--- src/rtl/iq_fetch_engine.sv ---
module iq_fetch_engine #(
  parameter int IDX_W       = 8,
  parameter int IDX_SHIFT   = 4,
  parameter int ADDR_W      = 32,
  parameter int INV_LAT     = 8,
  parameter int TIMEOUT_CYC = 1024
) (
  input  logic              clk,
  input  logic              rst_n,
  input  logic              reg_we,
  input  logic [2:0]        reg_addr,
  input  logic [31:0]       reg_wdata,
  output logic [31:0]       reg_rdata,
  output logic              mem_req,
  output logic              mem_we,
  output logic [ADDR_W-1:0] mem_addr,
  output logic [31:0]       mem_wdata,
  input  logic              mem_ack,
  input  logic              mem_err,
  input  logic [63:0]       mem_rdata
);
  localparam int TO_W  = $clog2(TIMEOUT_CYC + 1);
  localparam int LAT_W = $clog2(INV_LAT + 1);
  localparam logic [3:0] T_FIRST = 4'd1;
  localparam logic [3:0] T_WAIT  = 4'd5;

  typedef enum logic [2:0] {S_IDLE, S_LO, S_HI, S_EXEC, S_STAT} st_t;

  st_t               st;
  logic [ADDR_W-1:0] base_q, hi_q;
  logic [IDX_W-1:0]  head_q, tail_q;
  logic              cmd_en_q, enabled_q;
  logic              f_iqe, f_ice, f_ite;
  logic [63:0]       lo_q;
  logic [TO_W-1:0]   tmo_q;
  logic [LAT_W-1:0]  lat_q;

  wire        halted   = f_iqe | f_ice | f_ite;
  wire        fault_wr = reg_we && reg_addr == 3'd5;
  wire        busy_mem = st == S_LO || st == S_HI || st == S_STAT;
  wire        tmo_hit  = busy_mem && !mem_ack && tmo_q == TO_W'(TIMEOUT_CYC - 1);
  wire [3:0]  dtype    = lo_q[3:0];
  wire        type_ok  = dtype >= T_FIRST && dtype <= T_WAIT;

  logic unused_bits;
  assign unused_bits = ^{reg_wdata, mem_rdata[63:32], lo_q[31:6], lo_q[4]};

  assign mem_req   = busy_mem;
  assign mem_we    = st == S_STAT;
  assign mem_wdata = lo_q[63:32];
  assign mem_addr  = (st == S_STAT) ? hi_q
                   : base_q + (ADDR_W'(head_q) << IDX_SHIFT)
                     + ((st == S_HI) ? ADDR_W'(8) : ADDR_W'(0));

  always_comb begin
    case (reg_addr)
      3'd0:    reg_rdata = 32'(base_q);
      3'd1:    reg_rdata = 32'(head_q) << IDX_SHIFT;
      3'd2:    reg_rdata = 32'(tail_q) << IDX_SHIFT;
      3'd3:    reg_rdata = {31'b0, cmd_en_q};
      3'd4:    reg_rdata = {31'b0, enabled_q};
      3'd5:    reg_rdata = {29'b0, f_ite, f_ice, f_iqe};
      default: reg_rdata = 32'b0;
    endcase
  end

  always_ff @(posedge clk) begin
    if (!rst_n) begin
      st        <= S_IDLE;
      base_q    <= '0;
      hi_q      <= '0;
      head_q    <= '0;
      tail_q    <= '0;
      cmd_en_q  <= 1'b0;
      enabled_q <= 1'b0;
      f_iqe     <= 1'b0;
      f_ice     <= 1'b0;
      f_ite     <= 1'b0;
      lo_q      <= '0;
      tmo_q     <= '0;
      lat_q     <= '0;
    end else begin
      if (reg_we) begin
        case (reg_addr)
          3'd0: base_q   <= ADDR_W'(reg_wdata) & ~ADDR_W'(15);
          3'd2: tail_q   <= reg_wdata[IDX_SHIFT +: IDX_W];
          3'd3: cmd_en_q <= reg_wdata[0];
          default: ;
        endcase
      end
      if (fault_wr) begin
        if (reg_wdata[0]) f_iqe <= 1'b0;
        if (reg_wdata[1]) f_ice <= 1'b0;
        if (reg_wdata[2]) f_ite <= 1'b0;
      end

      if (cmd_en_q && !enabled_q) begin
        enabled_q <= 1'b1;
        head_q    <= '0;
      end else if (!cmd_en_q && enabled_q && st == S_IDLE) begin
        enabled_q <= 1'b0;
      end

      case (st)
        S_IDLE: begin
          tmo_q <= '0;
          if (enabled_q && cmd_en_q && !halted && head_q != tail_q) st <= S_LO;
        end
        S_LO: begin
          if (mem_ack) begin
            tmo_q <= '0;
            if (mem_err) begin
              f_ice <= 1'b1;
              st    <= S_IDLE;
            end else begin
              lo_q <= mem_rdata;
              st   <= S_HI;
            end
          end else if (tmo_hit) begin
            f_ite <= 1'b1;
            st    <= S_IDLE;
          end else begin
            tmo_q <= tmo_q + 1'b1;
          end
        end
        S_HI: begin
          if (mem_ack) begin
            tmo_q <= '0;
            if (mem_err) begin
              f_ice <= 1'b1;
              st    <= S_IDLE;
            end else if (!type_ok) begin
              f_iqe <= 1'b1;
              st    <= S_IDLE;
            end else if (dtype == T_WAIT) begin
              if (lo_q[5]) begin
                hi_q <= mem_rdata[ADDR_W-1:0];
                st   <= S_STAT;
              end else begin
                head_q <= head_q + 1'b1;
                st     <= S_IDLE;
              end
            end else begin
              lat_q <= '0;
              st    <= S_EXEC;
            end
          end else if (tmo_hit) begin
            f_ite <= 1'b1;
            st    <= S_IDLE;
          end else begin
            tmo_q <= tmo_q + 1'b1;
          end
        end
        S_EXEC: begin
          if (lat_q == LAT_W'(INV_LAT - 1)) begin
            head_q <= head_q + 1'b1;
            st     <= S_IDLE;
          end else begin
            lat_q <= lat_q + 1'b1;
          end
        end
        S_STAT: begin
          if (mem_ack) begin
            tmo_q <= '0;
            st    <= S_IDLE;
            if (mem_err) f_ice <= 1'b1;
            else         head_q <= head_q + 1'b1;
          end else if (tmo_hit) begin
            f_ite <= 1'b1;
            st    <= S_IDLE;
          end else begin
            tmo_q <= tmo_q + 1'b1;
          end
        end
        default: st <= S_IDLE;
      endcase
    end
  end


  head_parked_chk: assert property (@(posedge clk) disable iff (!rst_n)
    (halted && enabled_q) |=> $stable(head_q));


  quiet_when_off_chk: assert property (@(posedge clk) disable iff (!rst_n)
    !enabled_q |-> !mem_req);


  head_step_chk: assert property (@(posedge clk) disable iff (!rst_n)
    (!$stable(head_q) && $past(enabled_q)) |-> head_q == IDX_W'($past(head_q) + 1'b1));


  iqe_w1c_chk: assert property (@(posedge clk) disable iff (!rst_n)
    $fell(f_iqe) |-> $past(fault_wr && reg_wdata[0]));


  ite_w1c_chk: assert property (@(posedge clk) disable iff (!rst_n)
    $fell(f_ite) |-> $past(fault_wr && reg_wdata[2]));


  fetch_guard_chk: assert property (@(posedge clk) disable iff (!rst_n)
    (st == S_LO && $past(st) == S_IDLE) |-> $past(enabled_q && !halted && head_q != tail_q));
endmodule

--- config.mk ---
export PLATFORM = sky130hd
export DESIGN_NAME = iq_fetch_engine
export DESIGN_NICKNAME = d
export VERILOG_FILES = /design/src/rtl/iq_fetch_engine.sv
export SDC_FILE = /design/constraint.sdc
export NUM_CORES = 1
export LEC_CHECK = 0
export ABC_AREA = 1
export CORE_ASPECT_RATIO = 1.1
export CORE_MARGIN = 1.5
export CORE_UTILIZATION = 30
export DETAILED_ROUTE_END_ITERATION = 10
export GPL_ROUTABILITY_DRIVEN = 0
export SETUP_SLACK_MARGIN = 0.05
export SLEW_MARGIN = 15
export SYNTH_ARGS = -nofsm -noshare
export SYNTH_HDL_FRONTEND = slang
export SYNTH_SLANG_ARGS = --single-unit
--- constraint.sdc ---
create_clock -name clk -period 2.8 [get_ports clk]
set_input_delay 0.56 -clock clk [delete_from_list [all_inputs] [get_ports clk]]
set_output_delay 0.56 -clock clk [all_outputs]
set_load 0.02 [all_outputs]
Word-level counts from Yosys, hierarchy flattened
Cells that the tools add are included. Widths: inputs -> output; s select.

Logic and storage cells: 126. Input port bits: 104. Flip-flop bits (word level): 163.

Magnitude comparators: 2. Mux-type cells: 52. Bitwise operators: 3. Reductions and logical operators: 30. Eq/ne operators: 21. $add $sub $neg: 5.

Operator list (number): $pmux 32 s6 (1); $mux 8 (9); $add 32x12->32 (1); $add 32x4->32 (1); $mux 32 (1); $mux 3 (10); $mux 4 (6); $pmux 8 s3 (1); $mux 11 (2); $pmux 11 s2 (1); $mux 1 (18); $pmux 3 s5 (1); $eq 3x2->1 const B (4); $ne 2x2->1 const B (6); $reduce_and 6->1 (2); $add 11x1->11 const B (1); $eq 11x10->1 const B (1); $logic_and 1x1->1 (10); $reduce_and 2->1 (5); $eq 3x3->1 const B (3); $add 8x1->8 const B (1); $eq 4x3->1 const B (2); $ne 8x8->1 (1); $pmux 4 s2 (1); 15 further kinds (24).

Depth between registers and ports, before layout
Depth after elaboration: 9. Gate-level depth with buffers: 12. Gate-level depth less buffers: 12.

Worst setup path before layout
No wires, ideal clock.

Path type: flip-flop to output port. Start point: register head_q[0]. End point: output mem_addr[24]. Buffers on the path: 0. Cell stages (with the launch flop): 11. Path slack: 0.150 ns. Arrival: 2.090 ns. Required time: 2.240 ns. Cell sequence: dfxtp_1 > ha_1 > inv_1 > fa_1 > nand3b_1 > nand2_1 > nand3_1 > nand2_1 > nand2_1 > xor2_1 > o21ai_1.

Word-level cells in the longest chain between the ends: 3.

Ends and longest elaborated chain: start, declared (line 31) `logic [IDX_W-1:0] head_q, tail_q;`; start signal, assigned (line 140) `head_q <= head_q + 1'b1;`; start signal, assigned (line 156) `head_q <= head_q + 1'b1;`; start signal, assigned (line 167) `else head_q <= head_q + 1'b1;`; $add 32x12->32 (line 52) `: base_q + (ADDR_W'(head_q) << IDX_SHIFT)`; $add 32x4->32 (line 53) `+ ((st == S_HI) ? ADDR_W'(8) : ADDR_W'(0));`; $mux 32 (line 51) `assign mem_addr = (st == S_STAT) ? hi_q`; end, declared (line 16) `output logic [ADDR_W-1:0] mem_addr,`.

Every way passes these cells.

Worst setup path in the final report
Start point: register base_q[4]. End point: output mem_addr[30].

Word-level cells in the longest chain between the ends: 3.

Ends and longest elaborated chain: start, declared (line 30) `logic [ADDR_W-1:0] base_q, hi_q;`; start signal, assigned (line 85) `3'd0: base_q <= ADDR_W'(reg_wdata) & ~ADDR_W'(15);`; $add 32x12->32 (line 52); $add 32x4->32 (line 53); $mux 32 (line 51).

Every way passes these cells.

==> summary.txt <==
ys async rst share = 0
post-route design area = 10800 µm²
Core Util, Final = 0.457
Area contributors post-synth = dfxtp_1, nor2_1, nand2_1, o21ai_0, inv_1
fin worst setup slack = -277 ps
worst vdd ir = 0.000365 V
net switching power = 1.12 mW
Crit Path Class = flip-flop to output port
largest net degree at the start of global routing = 110
Post-DP HPWL = 17400 µm
switch share = 0.242
prevailing post-synth register cell = dfxtp_1
clk_lat worst skew = 430 ps
cts-stage hold buffer count = 0
first-pass detailed-route iteration total = 5
most frequent cell after synthesis = nor2_1
Clock Tree Root = clkbuf_16
grt ovf = 0
Die H = 165 µm
Rows = 59
minimum clock period = 3080 ps
final setup vio count = 11
unrepaired setup endpoints after global routing = yes
EDFF count, synth = 0
status = finished with violations
max cap viols = 0
Final Hold Fails = 0
CTS tree = built
total number of vias = 7826
Rel. slew slack = 0.656
Synth top cells by count = nor2_1, nand2_1, dfxtp_1, o21ai_0, inv_1
kind of start point of the critical path = flip-flop
Clock Power Share = 0.487
Synth Register Bits = 136
met3 routed WL = 1860 µm
Power Density = 429 nW/µm²
Total Routing Usage GR = 0.198
Syn Area/Cell = 6.65 µm²
syn_nets = 1197
first-pass GRT wire length = 38600 µm
fmax = 0.325 GHz
period utilisation layout = 1.10
IO Pins = 202
vias in the first global route = 7552
Hold Path Class = flip-flop to flip-flop
crit-path max FO = 5
CTS max path bufs = 2
setup_tns = -1450 ps
pins over their slew limit = 0
sequential-to-total area share from yosys stat = 0.379
Post-Syn Instances = 1081
DR vias/cell = 4.81
combinational share of power = 0.087
Pleak = 4.60 nW
Data arrival, critical path = 2520 ps
internal power = 3.51 mW
initial core utilization = 0.304
Die Wd = 151 µm
Placed Area = 9760 µm²
htree depth = 4
Yosys top cell area share = 0.379
number of CTS-inserted buffers = 17
initial antenna violation count = 0
sequential power share = 0.426
Core Area = 23600 µm²
DR DRC count = 0
pre-CTS worst setup slack = -469 ps
Synth cell types = 42
ANT nets after route = 0
Worst setup EP type = output port
worst clock skew = 9.46 ps
WL met2 = 11600 µm
Worst-Margin Slew = 515 ps
WL/cell = 15.0 µm
clock-pin slew on the worst setup and hold paths = 60 ps
die area = 24900 µm²
initial drt markers = 391
violated checks = setup timing
Post-layout nets = 1425
Yosys top cell by area = dfxtp_1
number of port buffers = 199
CTS sink cnt = 136
Ys Warns = 0
Post-Route WL = 24400 µm
area grow syn2layout = 50.2%
Required @ worst endpoint = 2240 ps
Netlist Area Pre-Place = 7190 µm²
layout cells sized above 1 = 0.192
Top Metal Used = met4
DRT met1 WL = 10200 µm
antenna fix cells = 0
==> metal layers <==
metal / vias to the layer above / track usage
li1: 3923 / -
met1: 3620 / 0.237
met2: 238 / 0.340
met3: 45 / 0.0478
met4: 0 / 0.0768
met5: - / 0
==> metrics by stage <==
stage	power, mW	cells	hold slack, ps
finish	4.63	1627	453
CTS	4.67	1623	457
global placement	2.41	1587	445
global route	4.80	1627	479
floorplan	2.15	1081	428
detailed placement	2.41	1587	448
==> state kept, by name, indices dropped and copies added (netlist names) <==
register   count
hi_q          32
head_q         8
cmd_en_q       1
tail_q         8
base_q        28
f_ite          1
enabled_q      1
st             3
f_ice          1
lat_q          4
lo_q          37
f_iqe          1
tmo_q         11
==> power by group through the flow <==
stage | registers (mW) | logic (mW) | clock network, mW
after floorplan | 2.01 | 0.136 | 0
after global placement | 2.01 | 0.392 | 0
after detailed placement | 2.01 | 0.393 | 0
after CTS | 1.97 | 0.396 | 2.30
after global routing | 1.97 | 0.437 | 2.39
final | 1.97 | 0.404 | 2.26
==> cell usage in the layout (no fill, tap or decap), types with 5 or more instances in the layout <==
master,instances
nand3_2,11
dfxtp_2,9
dfxtp_1,125
clkbuf_2,5
o21ai_2,5
nor2_2,10
nand2_2,18
o21ai_1,9
buf_6,17
ha_4,8
nand2_1,164
clkbuf_16,17
nand3_1,39
nand4_1,13
inv_2,6
o21ai_0,120
clkinvlp_4,5
nor2_1,212
o211ai_1,7
clkdlybuf4s50_1,139
dlygate4sd2_1,20
xnor2_1,8
a31oi_1,7
clkdlybuf4s15_1,8
buf_2,6
buf_4,86
nor3_1,10
inv_1,95
a21oi_1,69
nand2_4,12
==> final timing paths <==
kind	depth (start not counted)	endpoint	startpoint	slack, ps
hold / removal	2	tmo_q[4]$_SDFFE_PN0P_	tmo_q[4]$_SDFFE_PN0P_	450
hold reg to reg	2	tmo_q[4]$_SDFFE_PN0P_	tmo_q[4]$_SDFFE_PN0P_	450
setup / recovery	13	mem_addr[30]	base_q[4]$_SDFFE_PN0P_	-280
setup reg to reg	10	tmo_q[5]$_SDFFE_PN0P_	st[1]$_SDFFE_PN0P_	960
==> area by class of cell <==
cell class	count	area, µm²
Fill cell	2399	12800
Multi-Input combinational cell	767	4090
Sequential cell	136	2740
Timing Repair Buffer	285	2610
Clock buffer	19	443
Inverter	102	383
Tap cell	305	382
Clock inverter	13	146
==> what timing repair did <==
item                                   in CTS  in global routing
resized for setup                         240                 77
pin swaps                                  20                 23
setup buffers                               7                  4
endpoints found under the hold margin       0                  0
setup endpoints to repair                  59                 38
==> critical path, cell delays in order, from the launching register on <==
cell	delay [ps]
dfxtp_2	360
ha_4	140
inv_2	40
fa_2	340
nand3b_1	180
nand2_2	100
nand3_2	90
nand2_4	150
nand2_4	80
buf_6	130
o21ai_2	130
nand3_1	120
nand2_2	100
buf_6	120
==> logic make-up (layout without fill, tap and decap cells) <==
family	Yosys count	count (layout)	synth area share
compound gates	233	233	0.173
xor+xnor	15	15	0.0183
fa+ha+maj	12	12	0.0219
buf+inv	178	419	0.113
flops	136	136	0.379
other cells	1	1	0.000522
simple gates	506	506	0.295
No activity file was read; power rests on OpenSTA's default activity.
